$ cat config.mk
export PLATFORM = sky130hd
export DESIGN_NAME = lockstepPairSelector
export DESIGN_NICKNAME = d
export VERILOG_FILES = /design/src/rtl/lockstepPairPkg.sv /design/src/rtl/lockstepPairDatapath.sv /design/src/rtl/lockstepPairControl.sv /design/src/rtl/lockstepPairSelector.sv
export SDC_FILE = /design/constraint.sdc
export NUM_CORES = 1
export LEC_CHECK = 0
export ABC_AREA = 0
export CAP_MARGIN = 20
export CORE_UTILIZATION = 41
export CTS_BUF_LIST = sky130_fd_sc_hd__clkbuf_4 sky130_fd_sc_hd__clkbuf_8
export DETAILED_ROUTE_END_ITERATION = 8
export GPL_ROUTABILITY_DRIVEN = 0
export PLACE_DENSITY_LB_ADDON = 0.25
export SYNTH_ARGS = -nofsm -noshare
export SYNTH_HDL_FRONTEND = slang
export SYNTH_HIERARCHICAL = 1
export SYNTH_SLANG_ARGS = --single-unit
export TNS_END_PERCENT = 100
$ cat constraint.sdc
create_clock -name clk -period 9 [get_ports clk]
set_clock_uncertainty 0.15 [all_clocks]
set_input_delay 1.8 -clock clk [delete_from_list [all_inputs] [get_ports clk]]
set_output_delay 1.8 -clock clk [all_outputs]
set_load 0.01 [all_outputs]
$ cat src/rtl/lockstepPairPkg.sv
package lockstepPairPkg;

  typedef enum logic [2:0] {
    ST_ALL_LOCKED = 3'd0,
    ST_RUN_A_ONLY = 3'd1,
    ST_RUN_B_ONLY = 3'd2,
    ST_WAIT_OPP   = 3'd3,
    ST_RECONFIG   = 3'd4,
    ST_RESYNC     = 3'd5,
    ST_REBOOT     = 3'd6
  } lockMode_e;

  // strobes from control to datapath
  typedef struct packed {
    logic selB;        // route pair B member 0 to the output
    logic zeroOut;     // force the output to zero
    logic ackCntRun;   // count reconfigure cycles, clear when low
    logic syncCntRun;  // count agreeing resync cycles, clear when low
  } ctrlStrobe_t;

  // status from datapath to control
  typedef struct packed {
    logic misA;
    logic misB;
    logic allEqual;
    logic ackExpired;
    logic syncReached;
  } dpStatus_t;

endpackage

$ cat src/rtl/lockstepPairDatapath.sv
module lockstepPairDatapath
  import lockstepPairPkg::*;
#(
  parameter int DATA_W      = 16,
  parameter int SYNC_CYCLES = 3,
  parameter int ACK_TIMEOUT = 8
) (
  input  logic              clk,
  input  logic              rstN,
  input  logic [DATA_W-1:0] pairA0Out,
  input  logic [DATA_W-1:0] pairA1Out,
  input  logic [DATA_W-1:0] pairB0Out,
  input  logic [DATA_W-1:0] pairB1Out,
  input  ctrlStrobe_t       strobe,
  output dpStatus_t         status,
  output logic [DATA_W-1:0] sysOut
);

  localparam int ACK_W  = $clog2(ACK_TIMEOUT + 1);
  localparam int SYNC_W = $clog2(SYNC_CYCLES + 1);
  localparam int NPAIR  = 2;

  logic [DATA_W-1:0] memberOut [NPAIR][2];
  logic [NPAIR-1:0]  pairMis;
  logic [ACK_W-1:0]  ackCnt;
  logic [SYNC_W-1:0] syncCnt;

  assign memberOut[0][0] = pairA0Out;
  assign memberOut[0][1] = pairA1Out;
  assign memberOut[1][0] = pairB0Out;
  assign memberOut[1][1] = pairB1Out;

  for (genvar p = 0; p < NPAIR; p++) begin : g_pairCmp
    assign pairMis[p] = memberOut[p][0] != memberOut[p][1];
  end

  always_ff @(posedge clk or negedge rstN) begin
    if (!rstN)                 ackCnt <= '0;
    else if (!strobe.ackCntRun) ackCnt <= '0;
    else                       ackCnt <= ackCnt + 1'b1;
  end

  always_ff @(posedge clk or negedge rstN) begin
    if (!rstN)                  syncCnt <= '0;
    else if (!strobe.syncCntRun) syncCnt <= '0;
    else                        syncCnt <= syncCnt + 1'b1;
  end

  always_comb begin
    status.misA        = pairMis[0];
    status.misB        = pairMis[1];
    status.allEqual    = !pairMis[0] && !pairMis[1] && (pairA0Out == pairB0Out);
    status.ackExpired  = ackCnt == ACK_W'(ACK_TIMEOUT - 1);
    status.syncReached = syncCnt == SYNC_W'(SYNC_CYCLES - 1);
  end

  always_comb begin
    if (strobe.zeroOut)   sysOut = '0;
    else if (strobe.selB) sysOut = memberOut[1][0];
    else                  sysOut = memberOut[0][0];
  end

endmodule

$ cat src/rtl/lockstepPairControl.sv
module lockstepPairControl
  import lockstepPairPkg::*;
(
  input  logic        clk,
  input  logic        rstN,
  input  dpStatus_t   status,
  input  logic        reconfigWindow,
  input  logic        reconfigDone,
  output ctrlStrobe_t strobe,
  output logic        haltA,
  output logic        haltB,
  output logic        reconfigReq,
  output logic        reconfigTarget,
  output logic        resyncReq,
  output logic        rebootReq,
  output logic [2:0]  modeCode
);

  lockMode_e mode, modeNext;
  logic      badSide, badSideNext;   // 0: pair A failed, 1: pair B failed
  logic      degraded, healthyMis, holdFailed;

  assign degraded   = mode inside {ST_RUN_A_ONLY, ST_RUN_B_ONLY, ST_WAIT_OPP,
                                   ST_RECONFIG, ST_RESYNC};
  assign healthyMis = badSide ? status.misA : status.misB;
  assign holdFailed = mode inside {ST_RUN_A_ONLY, ST_RUN_B_ONLY, ST_WAIT_OPP, ST_RECONFIG};

  always_comb begin
    modeNext    = mode;
    badSideNext = badSide;
    unique case (mode)
      ST_ALL_LOCKED: begin
        if (status.misA && status.misB) modeNext = ST_REBOOT;
        else if (status.misA) begin
          modeNext    = ST_RUN_B_ONLY;
          badSideNext = 1'b0;
        end else if (status.misB) begin
          modeNext    = ST_RUN_A_ONLY;
          badSideNext = 1'b1;
        end
      end
      ST_RUN_A_ONLY, ST_RUN_B_ONLY: modeNext = healthyMis ? ST_REBOOT : ST_WAIT_OPP;
      ST_WAIT_OPP: begin
        if (healthyMis)          modeNext = ST_REBOOT;
        else if (reconfigWindow) modeNext = ST_RECONFIG;
      end
      ST_RECONFIG: begin
        if (healthyMis)             modeNext = ST_REBOOT;
        else if (reconfigDone)      modeNext = ST_RESYNC;
        else if (status.ackExpired) modeNext = ST_REBOOT;
      end
      ST_RESYNC: begin
        if (healthyMis) modeNext = ST_REBOOT;
        else if (status.allEqual && status.syncReached) modeNext = ST_ALL_LOCKED;
      end
      ST_REBOOT: modeNext = ST_REBOOT;
      default:   modeNext = ST_REBOOT;
    endcase
  end

  always_ff @(posedge clk or negedge rstN) begin
    if (!rstN) begin
      mode    <= ST_ALL_LOCKED;
      badSide <= 1'b0;
    end else begin
      mode    <= modeNext;
      badSide <= badSideNext;
    end
  end

  always_comb begin
    strobe.selB       = (mode == ST_ALL_LOCKED) ? (status.misA && !status.misB)
                                                : (degraded && !badSide);
    strobe.zeroOut    = (mode == ST_REBOOT) ||
                        ((mode == ST_ALL_LOCKED) && status.misA && status.misB);
    strobe.ackCntRun  = mode == ST_RECONFIG;
    strobe.syncCntRun = (mode == ST_RESYNC) && status.allEqual;
  end

  assign haltA          = (holdFailed && !badSide) || (mode == ST_REBOOT);
  assign haltB          = (holdFailed && badSide) || (mode == ST_REBOOT);
  assign reconfigReq    = mode == ST_RECONFIG;
  assign reconfigTarget = badSide;
  assign resyncReq      = mode == ST_RESYNC;
  assign rebootReq      = mode == ST_REBOOT;
  assign modeCode       = mode;

endmodule

$ cat src/rtl/lockstepPairSelector.sv
module lockstepPairSelector
  import lockstepPairPkg::*;
#(
  parameter int DATA_W      = 16,
  parameter int SYNC_CYCLES = 3,
  parameter int ACK_TIMEOUT = 8
) (
  input  logic              clk,
  input  logic              rstN,
  input  logic [DATA_W-1:0] pairA0Out,
  input  logic [DATA_W-1:0] pairA1Out,
  input  logic [DATA_W-1:0] pairB0Out,
  input  logic [DATA_W-1:0] pairB1Out,
  input  logic              reconfigWindow,
  input  logic              reconfigDone,
  output logic [DATA_W-1:0] sysOut,
  output logic              haltA,
  output logic              haltB,
  output logic              reconfigReq,
  output logic              reconfigTarget,
  output logic              resyncReq,
  output logic              rebootReq,
  output logic [2:0]        modeCode
);

  ctrlStrobe_t strobe;
  dpStatus_t   status;

  lockstepPairDatapath #(
    .DATA_W(DATA_W), .SYNC_CYCLES(SYNC_CYCLES), .ACK_TIMEOUT(ACK_TIMEOUT)
  ) datapath_i (
    .clk(clk), .rstN(rstN),
    .pairA0Out(pairA0Out), .pairA1Out(pairA1Out),
    .pairB0Out(pairB0Out), .pairB1Out(pairB1Out),
    .strobe(strobe), .status(status), .sysOut(sysOut)
  );

  lockstepPairControl control_i (
    .clk(clk), .rstN(rstN), .status(status),
    .reconfigWindow(reconfigWindow), .reconfigDone(reconfigDone),
    .strobe(strobe), .haltA(haltA), .haltB(haltB),
    .reconfigReq(reconfigReq), .reconfigTarget(reconfigTarget),
    .resyncReq(resyncReq), .rebootReq(rebootReq), .modeCode(modeCode)
  );

endmodule

Word level (Yosys, flattened, before mapping)
Index checks and enable logic that the tools add are counted.

storage, ports and cells
  input port bits = 68
  word-level logic and storage cells = 66
  register bits after elaboration = 10
  output and inout bits = 25

operators by class
  muxes and demuxes = 20
  equality and inequality tests = 15
  add/sub/neg operators = 2
  bitwise gates (word level) = 1
  reductions and logical operators = 24

operators by type and width
  operator                                       count
  two-way mux 3 bit                              11
  two-way mux 16 bit                             2
  != test 16 bit                                 2
  == test 16 bit                                 1
  one-hot mux 3 bit (5 select lines)             1
  logical AND 1 bit                              11
  == test 3 bit, second input constant           3
  == test 3 x 2 -> 1 bit, second input constant  2
  nonzero test 5 bit                             1
  adder 4 x 1 -> 4 bit, second input constant    1
  == test 4 x 3 -> 1 bit, second input constant  1
  two-way mux 1 bit                              4
  two-way mux 4 bit                              1
  != test 4 x 1 -> 1 bit, second input constant  1
  != test 4 x 2 -> 1 bit, second input constant  1
  AND reduction 4 bit                            1
  nonzero test 4 bit                             1
  == test 3 x 1 -> 1 bit, second input constant  1
  logical NOT 1 bit                              3
  logical NOT 3 bit                              1
  logical OR 1 bit                               3
  != test 3 x 1 -> 1 bit, second input constant  1
  != test 3 x 2 -> 1 bit, second input constant  1
  AND reduction 3 bit                            1
  other kinds (6)                                6

Longest topological paths before layout
  word-level depth = 8
  gate-level depth with buffers = 11
  gate-level depth less buffers = 9

Hierarchy
Netlist, hierarchy kept.

by module, submodules not included
  module                area an instance (µm²)  cells an instance  times used  seq. area each (µm²)
  lockstepPairDatapath  1008.5                  120                1           150.1
  lockstepPairControl   473.0                   58                 1           100.1

Worst setup path after synthesis
Ideal clock, no wire load.

  kind = input -> output
  start point = input pairB0Out[6]
  end point = output sysOut[10]
  data required time = 7.050 ns
  arrival time = 3.649 ns
  path slack = 3.401 ns
  stages = 11
  cells stage by stage = xor2_1 > nor4_1 > nand4_1 > inv_1 > ha_1 > a22oi_1 > o2bb2ai_1 > buf_2 > buf_2 > mux2i_1 > nor2_1

RTL lines
  what                line                        RTL
  start: declaration  lockstepPairSelector.sv:12  input logic [DATA_W-1:0] pairB0Out,
  end: declaration    lockstepPairSelector.sv:16  output logic [DATA_W-1:0] sysOut,

==> metrics.cfg <==
[drt]
route.detailed.wl_per_inst_um = 13.6
drt_iter0_markers = 70
post-route-drc-count = 0
vias = 1631
antenna_left = 0
drtPass1Iterations = 4
vias_per_cell = 5.21
drt-total-wl_mm = 4.26

[clocking]
cts.sinks = 10
numCtsBuffers = 3
cts_hold_buffers = 0
ctsHtreeMaxLevel = 1
cts_resized = 0
clk_pin_slew_ns = 0.07
cts_buffer_depth = 2
clk_latency_ns = 0.26
ctsRootBufferMaster = clkbuf_4
postCtsSetupRepairBufs = 0
cts_tree = yes

[critical_path]
rr_worst_depth = 6
cp_num_cells = 11
timing.critical_path.to_type = output pin
critPathLaunchType = input pin
required_ns = 7.05
critical_path_class = input pin to output pin
path_cells = clkdlybuf4s50_1, xor2_1, nor4_1, nand4_1, inv_1, ha_1, a22oi_1, o2bb2ai_2, mux2i_1, nor2_1, clkdlybuf4s50_1
slowest_stage = o2bb2ai_2
critPathMostFrequentCell = clkdlybuf4s50_1
r2r_setup_slack_ns = 7.42
crit_family = buffers and inverters
timing.rr.start = datapath_i/ackCnt[0]
r2r_end = control_i/modeCode[1]
critical_path_buf_inv_count = 3
critical_path.max_fanout = 16
slowest_delay_ns = 0.91
arrival_ns = 5.38

[grt]
overflow = 0
antenna_found_initial = 0
grt_usage_pct = 23.2
grt_max_degree = 17
grt_pass1_wl_mm = 7.32
grt_pass1_vias = 1740

[die]
fp.dieW_um = 62.1
ios = 93
start_util_pct = 43.7
core-area_um2 = 3390
die_h_um = 62.1
row_count = 21
dieArea_um2 = 3860

[timing]
rsz0062_at_grt = no
worstMarginPinSlew_ns = 1.12
hold_viol_final = 0
relSlewSlack_pct = 25.0
fin_tns_setup_ns = 0
max_freq_mhz = 136
drv_slew = 0
min_period_ns = 7.33
finalSetupViolCount = 0
post-route-period-util_pct = 81.5

[cells_and_area]
drive_gt1_share_pct = 5.24
stdcell_area_um2 = 2470
utilization_pct = 72.8
fillers = 252
area_growth_pct = 66.6
regArea_um2 = 250
final_cell_mix = clkdlybuf4s50_1, xor2_1, nor2_1, mux2i_1, nor4_1
mostFrequentLayoutCell = clkdlybuf4s50_1
nets = 341
diodes = 0
multi_input_area_um2 = 1170

[placement]
place_area_um2 = 2430
dp_hpwl_mm = 3.61
port_buffers = 92

[worst_hold_path]
min_from = datapath_i/syncCnt[0]
min_path_cells = 1
hp-class = register to register
min_to = datapath_i/syncCnt[0]

[pwr]
power_density_nw_per_um2 = 58.3
max-vdd-ir-drop_uv = 38.8
power.leakage_uw = 0.000977
power_uw = 144

[logic_synthesis]
ys_types = 38
synth-seq-cells = 10
ys_seq_area_share_pct = 16.9
avgSynthCellArea_um2 = 8.32
syn_area_um2 = 1480
synth_cells = 178
yosys_warnings = 6
syn_nets = 251

[run_status]
status = complete, no violations

[job]
drv_cap = 0

worst register-to-register path: cells and delay by family, from the launching register on:
| family | cells | cell delay (ns) |
|---|---|---|
| adder cells (fa/ha/maj) | 1 | 0.22 |
| flip-flops | 1 | 0.40 |
| AND/OR/NAND/NOR | 3 | 0.30 |
| AO/OA/AOI/OAI | 2 | 0.39 |
layer usage:
layer / track usage [%] / routed length (um) / vias up
met5: 0 / 0 / -
met4: 8.14 / 89 / 0
met3: 4.41 / 310 / 10
met2: 40.5 / 2100 / 78
met1: 28.2 / 1770 / 743
li1: - / - / 800
Yosys cell counts:
| cell type | n | share of area, % |
|---|---|---|
| dfrtp_1 | 10 | 17 |
| nor2b_1 | 4 | 1.7 |
| nand3_1 | 3 | 1.0 |
| mux2i_1 | 17 | 11 |
| a211oi_2 | 2 | 1.7 |
| o21ai_0 | 2 | 0.68 |
| inv_1 | 5 | 1.3 |
| o2111a_1 | 1 | 0.76 |
| xnor2_1 | 1 | 0.59 |
| o2bb2ai_1 | 1 | 0.59 |
| a31oi_1 | 1 | 0.42 |
| a211oi_1 | 2 | 1.0 |
| a22oi_1 | 1 | 0.51 |
| nor3_2 | 1 | 0.68 |
| nor4b_2 | 1 | 1.0 |
| o22ai_1 | 1 | 0.42 |
| xor2_1 | 49 | 29 |
| clkbuf_1 | 1 | 0.25 |
| nand4_1 | 4 | 1.7 |
| ha_1 | 5 | 4.2 |
| nor4_1 | 13 | 5.5 |
| nor3_1 | 1 | 0.34 |
| a221oi_2 | 1 | 1.0 |
| a21oi_1 | 3 | 1.0 |
| buf_4 | 2 | 1.0 |
| inv_2 | 1 | 0.25 |
| o21ai_1 | 1 | 0.34 |
| buf_2 | 4 | 1.4 |
| or2_1 | 1 | 0.42 |
| nor2_1 | 24 | 6.1 |
| or2_4 | 1 | 0.59 |
| o221a_1 | 1 | 0.76 |
| mux2_4 | 1 | 1.0 |
| nand3b_1 | 1 | 0.51 |
| and2_1 | 5 | 2.1 |
| o2111ai_1 | 1 | 0.59 |
| buf_1 | 1 | 0.25 |
| nand2_1 | 4 | 1.0 |
how the worst max path moves through the flow:
stage	from	endpoint	slack, ns
finish	pairB0Out[14]	sysOut[3]	1.67
global route	pairB0Out[6]	sysOut[3]	1.47
CTS	pairB0Out[1]	sysOut[3]	1.68
detailed placement	pairB0Out[1]	sysOut[3]	1.69
global placement	pairB0Out[1]	sysOut[3]	1.71
floorplan	pairB0Out[6]	sysOut[10]	3.40
flip-flops by register name, summed over array words and instances, names as in the netlist:
signal,cells
control_i/modeCode,3
control_i/reconfigTarget,1
datapath_i/ackCnt,4
datapath_i/syncCnt,2
power breakdown:
| group | switching, uW | internal, uW |
|---|---|---|
| clock | 16.4 | 24.5 |
| sequential | 0.00101 | 44.9 |
| combinational | 21.4 | 36.6 |
| total | 37.8 | 106 |
per-stage QoR:
step / setup WS [ns] / std cells / hold slack (ns)
3_5_place_dp: 1.69 / 309 / 0.287
6_report: 1.67 / 313 / 0.290
4_1_cts: 1.68 / 313 / 0.298
2_1_floorplan: 3.40 / 178 / 0.252
5_1_grt: 1.47 / 313 / 0.320
3_3_place_gp: 1.71 / 309 / 0.267
cells by family (layout without fill, tap and decap cells):
kind of cell    count (synthesis)  in the layout  synth area share (%)
xor+xnor                       50             50                  29.6
fa+ha+maj                       5              5                  4.22
compound gates                 18             18                  9.80
buf+inv                        14            103                  4.39
mux                            18             18                  12.5
flops                          10             10                  16.9
simple gates                   63             63                  22.6
cell type report:
class | instances | share of cell area [%]
multi-input combinational | 154 | 47.5
timing repair buffer | 93 | 37.6
sequential | 10 | 10.1
tap | 46 | 2.33
clock buffer | 4 | 1.47
inverter | 6 | 0.913
No activity file was read; power rests on OpenSTA's default activity.
